==> src/rtl/dmx_pkg.sv <==
package dmx_pkg;

    localparam int DIGITS_D = 4;
    localparam int CODE_W_D = 7;
    localparam int COLS_D   = 5;
    localparam int ROWS_D   = 7;
    localparam int SLOT_D   = 32;

    typedef enum logic [1:0] {
        GATE_DARK   = 2'd0,
        GATE_GLYPH  = 2'd1,
        GATE_CURSOR = 2'd2
    } gate_mode_e;

    typedef struct packed {
        logic [2:0] bright;
        logic       mblank;
        logic [DIGITS_D-1:0] exempt;
    } eff_ctrl_t;

    // Ticks of full-slot on-time per brightness code (before capping).
    function automatic int duty_ticks(input logic [2:0] code);
        case (code)
            3'd0:    return 32;
            3'd1:    return 19;
            3'd2:    return 13;
            3'd3:    return 9;
            3'd4:    return 5;
            3'd5:    return 3;
            3'd6:    return 2;
            default: return 1;
        endcase
    endfunction

    function automatic int half_ticks(input int full);
        int h;
        h = full / 2;
        return (h < 1) ? 1 : h;
    endfunction

endpackage

==> src/rtl/dmx_timebase.sv <==
module dmx_timebase #(
    parameter int SLOT_N = 32,
    parameter int ROW_N  = 7,
    localparam int TICK_W = $clog2(SLOT_N),
    localparam int ROW_W  = $clog2(ROW_N)
) (
    input  logic              clk,
    input  logic              rst,
    output logic [TICK_W-1:0] tick_q,
    output logic [ROW_W-1:0]  row_q,
    output logic [ROW_W-1:0]  next_row,
    output logic              slot_end
);

    localparam logic [TICK_W-1:0] LAST_TICK = TICK_W'(SLOT_N - 1);
    localparam logic [ROW_W-1:0]  LAST_ROW  = ROW_W'(ROW_N - 1);

    assign slot_end = (tick_q == LAST_TICK);
    assign next_row = (row_q == LAST_ROW) ? '0 : row_q + 1'b1;

    always_ff @(posedge clk) begin
        if (rst) begin
            tick_q <= '0;
            row_q  <= LAST_ROW;
        end else begin
            tick_q <= slot_end ? '0 : tick_q + 1'b1;
            if (slot_end)
                row_q <= next_row;
        end
    end

    a_r2_row_holds: assert property (@(posedge clk) disable iff (rst)
        !slot_end |=> $stable(row_q));
    a_r2_row_range: assert property (@(posedge clk) disable iff (rst)
        row_q <= LAST_ROW);
    a_r2_tick_wraps: assert property (@(posedge clk) disable iff (rst)
        slot_end |=> tick_q == '0);

endmodule

==> src/rtl/dmx_fetch.sv <==
module dmx_fetch #(
    parameter int DIGITS = 4,
    parameter int CODE_W = 7,
    parameter int COLS   = 5,
    parameter int SLOT_N = 32,
    parameter int ROW_W  = 3,
    localparam int TICK_W = $clog2(SLOT_N),
    localparam int DIG_W  = (DIGITS > 1) ? $clog2(DIGITS) : 1
) (
    input  logic                     clk,
    input  logic                     rst,
    input  logic [TICK_W-1:0]        tick,
    input  logic [ROW_W-1:0]         next_row,
    input  logic                     slot_end,
    input  logic [DIGITS*CODE_W-1:0] char_codes,
    input  logic [COLS-1:0]          glyph_bits,
    output logic [CODE_W-1:0]        glyph_code,
    output logic [ROW_W-1:0]         glyph_row,
    output logic [DIGITS*COLS-1:0]   pattern
);

    // Fetch window ends one tick before the slot boundary.
    localparam logic [TICK_W-1:0] FETCH_START = TICK_W'(SLOT_N - 1 - DIGITS);
    localparam logic [TICK_W-1:0] FETCH_STOP  = TICK_W'(SLOT_N - 1);

    logic              fetch_active;
    logic [DIG_W-1:0]  fetch_idx;
    logic [TICK_W-1:0] rel_tick;
    logic [COLS-1:0]   stage   [DIGITS];
    logic [COLS-1:0]   shown   [DIGITS];

    assign fetch_active = (tick >= FETCH_START) && (tick < FETCH_STOP);
    assign rel_tick     = tick - FETCH_START;
    assign fetch_idx    = fetch_active ? rel_tick[DIG_W-1:0] : '0;
    assign glyph_code   = char_codes[fetch_idx*CODE_W +: CODE_W];
    assign glyph_row    = next_row;

    always_ff @(posedge clk) begin
        if (rst) begin
            for (int d = 0; d < DIGITS; d++) begin
                stage[d] <= '0;
                shown[d] <= '0;
            end
        end else begin
            if (fetch_active)
                stage[fetch_idx] <= glyph_bits;
            if (slot_end)
                for (int d = 0; d < DIGITS; d++)
                    shown[d] <= stage[d];
        end
    end

    for (genvar g = 0; g < DIGITS; g++) begin : g_flat
        assign pattern[g*COLS +: COLS] = shown[g];
    end

    a_r3_capture_first: assert property (@(posedge clk) disable iff (rst)
        (fetch_active && fetch_idx == '0) |=> stage[0] == $past(glyph_bits));
    a_r3_shown_stable: assert property (@(posedge clk) disable iff (rst)
        !slot_end |=> $stable(pattern));

endmodule

==> src/rtl/dmx_digit_gate.sv <==
module dmx_digit_gate
    import dmx_pkg::*;
#(
    parameter int COLS   = 5,
    parameter int SLOT_N = 32,
    localparam int TICK_W = $clog2(SLOT_N)
) (
    input  logic              clk,
    input  logic              rst,
    input  logic [TICK_W-1:0] tick,
    input  logic [COLS-1:0]   glyph,
    input  logic              cursor_on,
    input  logic              blanked,
    input  logic [TICK_W:0]   full_limit,
    input  logic [TICK_W:0]   half_limit,
    output logic [COLS-1:0]   cols
);

    gate_mode_e      mode;
    logic [TICK_W:0] limit;
    logic [TICK_W:0] tick_x;
    logic            in_window;

    assign tick_x = {1'b0, tick};

    always_comb begin
        if (blanked)        mode = GATE_DARK;
        else if (cursor_on) mode = GATE_CURSOR;
        else                mode = GATE_GLYPH;
    end

    assign limit     = (mode == GATE_CURSOR) ? half_limit : full_limit;
    assign in_window = (tick_x >= 1) && (tick_x <= limit);

    always_comb begin
        unique case (mode)
            GATE_GLYPH:  cols = in_window ? glyph : '0;
            GATE_CURSOR: cols = in_window ? '1 : '0;
            default:     cols = '0;
        endcase
    end

    a_r6_blank_dark: assert property (@(posedge clk) disable iff (rst)
        blanked |-> cols == '0);
    a_r5_outside_window: assert property (@(posedge clk) disable iff (rst)
        (tick_x > full_limit) |-> cols == '0);

endmodule

==> src/rtl/dmx_refresh.sv <==
module dmx_refresh
    import dmx_pkg::*;
#(
    parameter int DIGITS = DIGITS_D,
    parameter int CODE_W = CODE_W_D,
    parameter int COLS   = COLS_D,
    parameter int ROWS   = ROWS_D,
    parameter int SLOT_N = SLOT_D,
    localparam int TICK_W = $clog2(SLOT_N),
    localparam int ROW_W  = $clog2(ROWS)
) (
    input  logic                     clk,
    input  logic                     rst,
    input  logic [DIGITS*CODE_W-1:0] char_codes,
    input  logic [DIGITS-1:0]        cursor_bits,
    input  logic [DIGITS-1:0]        blank_exempt,
    input  logic [2:0]               bright_code,
    input  logic                     master_blank,
    input  logic                     ext_disable,
    input  logic                     cursor_en,
    input  logic                     blank_n,
    output logic [CODE_W-1:0]        glyph_code,
    output logic [ROW_W-1:0]         glyph_row,
    input  logic [COLS-1:0]          glyph_bits,
    output logic [ROWS-1:0]          row_sel,
    output logic [DIGITS*COLS-1:0]   col_en
);

    localparam int MAX_ON = SLOT_N - 1;

    logic [TICK_W-1:0]      tick_q;
    logic [ROW_W-1:0]       row_q;
    logic [ROW_W-1:0]       next_row;
    logic                   slot_end;
    logic [DIGITS*COLS-1:0] pattern;
    eff_ctrl_t              eff;
    logic [TICK_W:0]        full_limit;
    logic [TICK_W:0]        half_limit;

    dmx_timebase #(.SLOT_N(SLOT_N), .ROW_N(ROWS)) u_time (
        .clk(clk), .rst(rst), .tick_q(tick_q), .row_q(row_q),
        .next_row(next_row), .slot_end(slot_end)
    );

    dmx_fetch #(
        .DIGITS(DIGITS), .CODE_W(CODE_W), .COLS(COLS),
        .SLOT_N(SLOT_N), .ROW_W(ROW_W)
    ) u_fetch (
        .clk(clk), .rst(rst), .tick(tick_q), .next_row(next_row),
        .slot_end(slot_end), .char_codes(char_codes),
        .glyph_bits(glyph_bits), .glyph_code(glyph_code),
        .glyph_row(glyph_row), .pattern(pattern)
    );

    // Extended-disable overrides brightness, master blank and exemptions.
    always_comb begin
        eff.bright = ext_disable ? 3'd0 : bright_code;
        eff.mblank = master_blank & ~ext_disable;
        eff.exempt = ext_disable ? '0 : blank_exempt;
    end

    always_comb begin
        int full;
        full = duty_ticks(eff.bright);
        if (full > MAX_ON)
            full = MAX_ON;
        full_limit = (TICK_W+1)'(full);
        half_limit = (TICK_W+1)'(half_ticks(full));
    end

    always_comb begin
        row_sel = '0;
        row_sel[row_q] = 1'b1;
    end

    for (genvar g = 0; g < DIGITS; g++) begin : g_digit
        logic blanked_g;
        logic cursor_g;
        assign blanked_g = (~blank_n | eff.mblank) & ~eff.exempt[g];
        assign cursor_g  = cursor_en & cursor_bits[g];

        dmx_digit_gate #(.COLS(COLS), .SLOT_N(SLOT_N)) u_gate (
            .clk(clk), .rst(rst), .tick(tick_q),
            .glyph(pattern[g*COLS +: COLS]), .cursor_on(cursor_g),
            .blanked(blanked_g), .full_limit(full_limit),
            .half_limit(half_limit), .cols(col_en[g*COLS +: COLS])
        );
    end

    a_r4_first_tick_dark: assert property (@(posedge clk) disable iff (rst)
        (tick_q == '0) |-> col_en == '0);
    a_r2_row_onehot: assert property (@(posedge clk) disable iff (rst)
        $countones(row_sel) == 1);
    a_r9_ext_full_on: assert property (@(posedge clk) disable iff (rst)
        ext_disable |-> full_limit == (TICK_W+1)'(MAX_ON));

endmodule

==> config.mk <==
export PLATFORM = sky130hd
export DESIGN_NAME = dmx_refresh
export DESIGN_NICKNAME = d
export VERILOG_FILES = /design/src/rtl/dmx_pkg.sv /design/src/rtl/dmx_timebase.sv /design/src/rtl/dmx_fetch.sv /design/src/rtl/dmx_digit_gate.sv /design/src/rtl/dmx_refresh.sv
export SDC_FILE = /design/constraint.sdc
export NUM_CORES = 1
export LEC_CHECK = 0
export BUFFER_PORTS_ARGS = -buffer_cell sky130_fd_sc_hd__buf_2
export CAP_MARGIN = 20
export CORE_AREA = 8 8 86 88
export DETAILED_ROUTE_END_ITERATION = 12
export DIE_AREA = 0 0 94 96
export PLACE_DENSITY = 0.95
export SYNTH_ARGS = -nofsm -noshare
export SYNTH_HDL_FRONTEND = slang
export SYNTH_SLANG_ARGS = --single-unit
export TNS_END_PERCENT = 50
==> constraint.sdc <==
create_clock -name clk -period 3.75 [get_ports clk]
set_input_delay 0.375 -clock clk [delete_from_list [all_inputs] [get_ports clk]]
set_output_delay 0.375 -clock clk [all_outputs]
set_load 0.01 [all_outputs]
==> results.json <==
{
  "cts_tree": "yes",
  "cts_buffers": 5,
  "fin_skew_ps": 4.29,
  "grt_setup_unrepaired": "false",
  "wirelength_um": 8420,
  "ys.flop_type": "edfxtp_1",
  "async_flop_share_pct": 0,
  "ys_seq_area_share_pct": 40.6,
  "drc": 0,
  "ys_seq_elements": 48,
  "h-tree-depth": 2,
  "routed-via-count": 2974,
  "num_antenna_cells": 0,
  "p_per_area_nw_per_um2": 306,
  "place_congestion": 0.938,
  "required_ps": 3380,
  "rrSetupSlack_ps": 1100,
  "crit_arrival_ps": 2950,
  "drv_cap": 0,
  "grt_max_degree": 26,
  "hold_path_end": "u_time.row_q[0]$_SDFFE_PP0P_",
  "grt_pass1_wl_um": 13800,
  "grt_usage_pct": 19.1,
  "cts_hold_buf": 0,
  "clk_latency_ps": 300,
  "synth_cell_type_count": 38,
  "grt-ovfl-total": 0,
  "whs_path_depth": 2,
  "finalMaxSlewViolations": 0,
  "cts_resized": 0,
  "fmax_mhz": 301,
  "clock-sinks": 48,
  "core_area_um2": 6100,
  "clk_pin_slew_ps": 80,
  "period_share_pct": 88.6,
  "cts_buffer_depth": 2,
  "fp.dieH_um": 96,
  "r2r_start": "u_time.tick_q[1]$_SDFF_PP0_",
  "area_growth_pct": 16.6,
  "hp-class": "in -> reg",
  "finalHoldViolCount": 0,
  "rows": 29,
  "portBuffers": 86,
  "dr.pass1.iters": 4,
  "ant_nets": 0,
  "p_leak_nw": 1.78,
  "tightest_slew_ps": 889,
  "routed_via_density": 5.77,
  "synth-edff-count": 40,
  "grt_pass1_vias": 3033,
  "end_kind": "output pin",
  "slowest_delay_ps": 400,
  "dp_hpwl_um": 6730,
  "fin_tns_setup_ps": 0,
  "final-setup-viol-count": 0,
  "status": "complete, no violations",
  "path_class": "in -> out",
  "post-cts-setup-buffers": 0,
  "drive_above_1_share_pct": 22.1,
  "io_pins": 87,
  "crit_chain": "buf_2 > inv_1 > a22o_1 > a31oi_1 > nor3_1 > ha_1 > and3_1 > and3_1 > a31oi_1 > nor3_1 > buf_2",
  "crit_slowest_cell": "a31oi_1",
  "netlist_instances": 362,
  "routedWlPerCell_um": 16.3,
  "reg2reg_depth": 5,
  "die_x_um": 94,
  "relSlewSlack_pct": 40.6,
  "die-area_um2": 9020,
  "max-vdd-ir-drop_mv": 0.277,
  "start_util_pct": 55.0,
  "antenna_found_initial": 0,
  "synth_area_um2": 3350,
  "path_max_fanout": 17,
  "layout_setup_ws_ps": 427,
  "min_from": "rst",
  "yosysWarnings": 0,
  "start_kind": "input port",
  "final_util_pct": 64.1,
  "root_buffer": "clkbuf_8",
  "synth.avg_cell_area_um2": 9.26,
  "drt_iter0_markers": 154,
  "nets": 510,
  "syn_nets": 435,
  "place_ws_ps": 507,
  "r2r-end": "u_fetch.shown[3][3]$_SDFFCE_PN0P_",
  "fin_crit_ps": 3320
}
## critical path, delay by kind of cell
family	cells	cell delay [ps]
buffers and inverters	3	710
AOI/OAI and AO/OA	3	890
adders and majority gates	1	250
and+or+nand+nor	4	730
## per-layer routing
metal,wire [um],GRT usage [%],part of all wire (%),vias up
met5,0,0,0,-
met4,265,10.7,3.1,0
met3,693,6.01,8.2,27
met2,4200,34.8,50,134
met1,3250,19.0,39,1353
li1,-,-,-,1460
## stage by stage
step | std cells | hold slack, ps | area (um2) | total power, mW
final | 515 | 398 | 3910 | 1.20
after global routing | 515 | 395 | 3910 | 1.25
after CTS | 515 | 390 | 3910 | 1.20
after detailed placement | 507 | 509 | 3800 | 0.853
after global placement | 507 | 503 | 3800 | 0.843
after floorplan | 362 | 497 | 3350 | 0.761
## how the worst max path moves through the flow
stage,from,endpoint,slack [ps],cells past startpoint
after global routing,ext_disable,col_en[12],210,11
after floorplan,ext_disable,col_en[0],920,11
final,ext_disable,col_en[12],430,11
after detailed placement,ext_disable,col_en[12],510,11
after global placement,ext_disable,col_en[14],580,11
after CTS,ext_disable,col_en[12],490,11
## cells in the final DEF, fill, tap and decap left out, types with 8 or more instances in the layout
master	n
and2_1	45
nand2_1	15
and3_1	14
nor2_1	37
dfxtp_1	8
nor3_1	37
a21o_1	11
ha_1	23
o21ai_0	13
inv_1	12
a31oi_1	12
buf_2	86
mux2i_1	22
a21oi_1	13
edfxtp_1	40
## cell type report
type,count,area (um2)
Inverter,12,45.0
Multi-Input combinational cell,283,1860
Timing Repair Buffer,87,438
Clock buffer,7,76.3
Clock inverter,1,30.0
Fill cell,477,2190
Tap cell,77,96.3
Sequential cell,48,1360
## flip-flops by register name, indices dropped and copies added, names as in the netlist
name,flops
u_time.row_q,3
u_time.tick_q,5
u_fetch.shown,20
u_fetch.stage,20
## cell usage after synthesis, types with 2 or more instances
library cell   n  area, um2
a211o_1        2       17.5
a21o_1        11       82.6
a21oi_1       13       65.1
a22o_1         4       35.0
a22oi_1        4       30.0
a31oi_1       12       75.1
and2_1        45        282
and3_1        14       87.6
buf_1          2       7.51
buf_2          2       10.0
clkbuf_1      13       48.8
dfxtp_1        8        160
edfxtp_1      40       1200
ha_1          23        288
inv_1         12       45.0
mux2i_1       22        220
nand2_1       15       56.3
nand2b_1       2       12.5
nor2_1        37        139
nor2b_1        6       37.5
nor3_1        37        185
nor4_1         6       37.5
o21ai_0       13       65.1
o21ai_1        4       20.0
o21bai_1       2       15.0
## logic make-up after synthesis
group / after synthesis / synth area share (%)
buffers and inverters: 31 / 3.88
adder cells (fa/ha/maj): 23 / 8.58
flip-flops: 48 / 40.6
multiplexers: 22 / 6.57
AO/OA/AOI/OAI: 67 / 12.8
AND/OR/NAND/NOR: 169 / 27.1
XOR/XNOR: 2 / 0.522
## report_power, final
group / leakage [nW] / total, mW / switching [mW] / internal [mW]
registers: 0.478 / 0.606 / 0.0139 / 0.592
clock network: 0.0524 / 0.353 / 0.154 / 0.199
logic: 1.25 / 0.237 / 0.145 / 0.0921
Note: power is estimated with default switching activity, not from simulation.
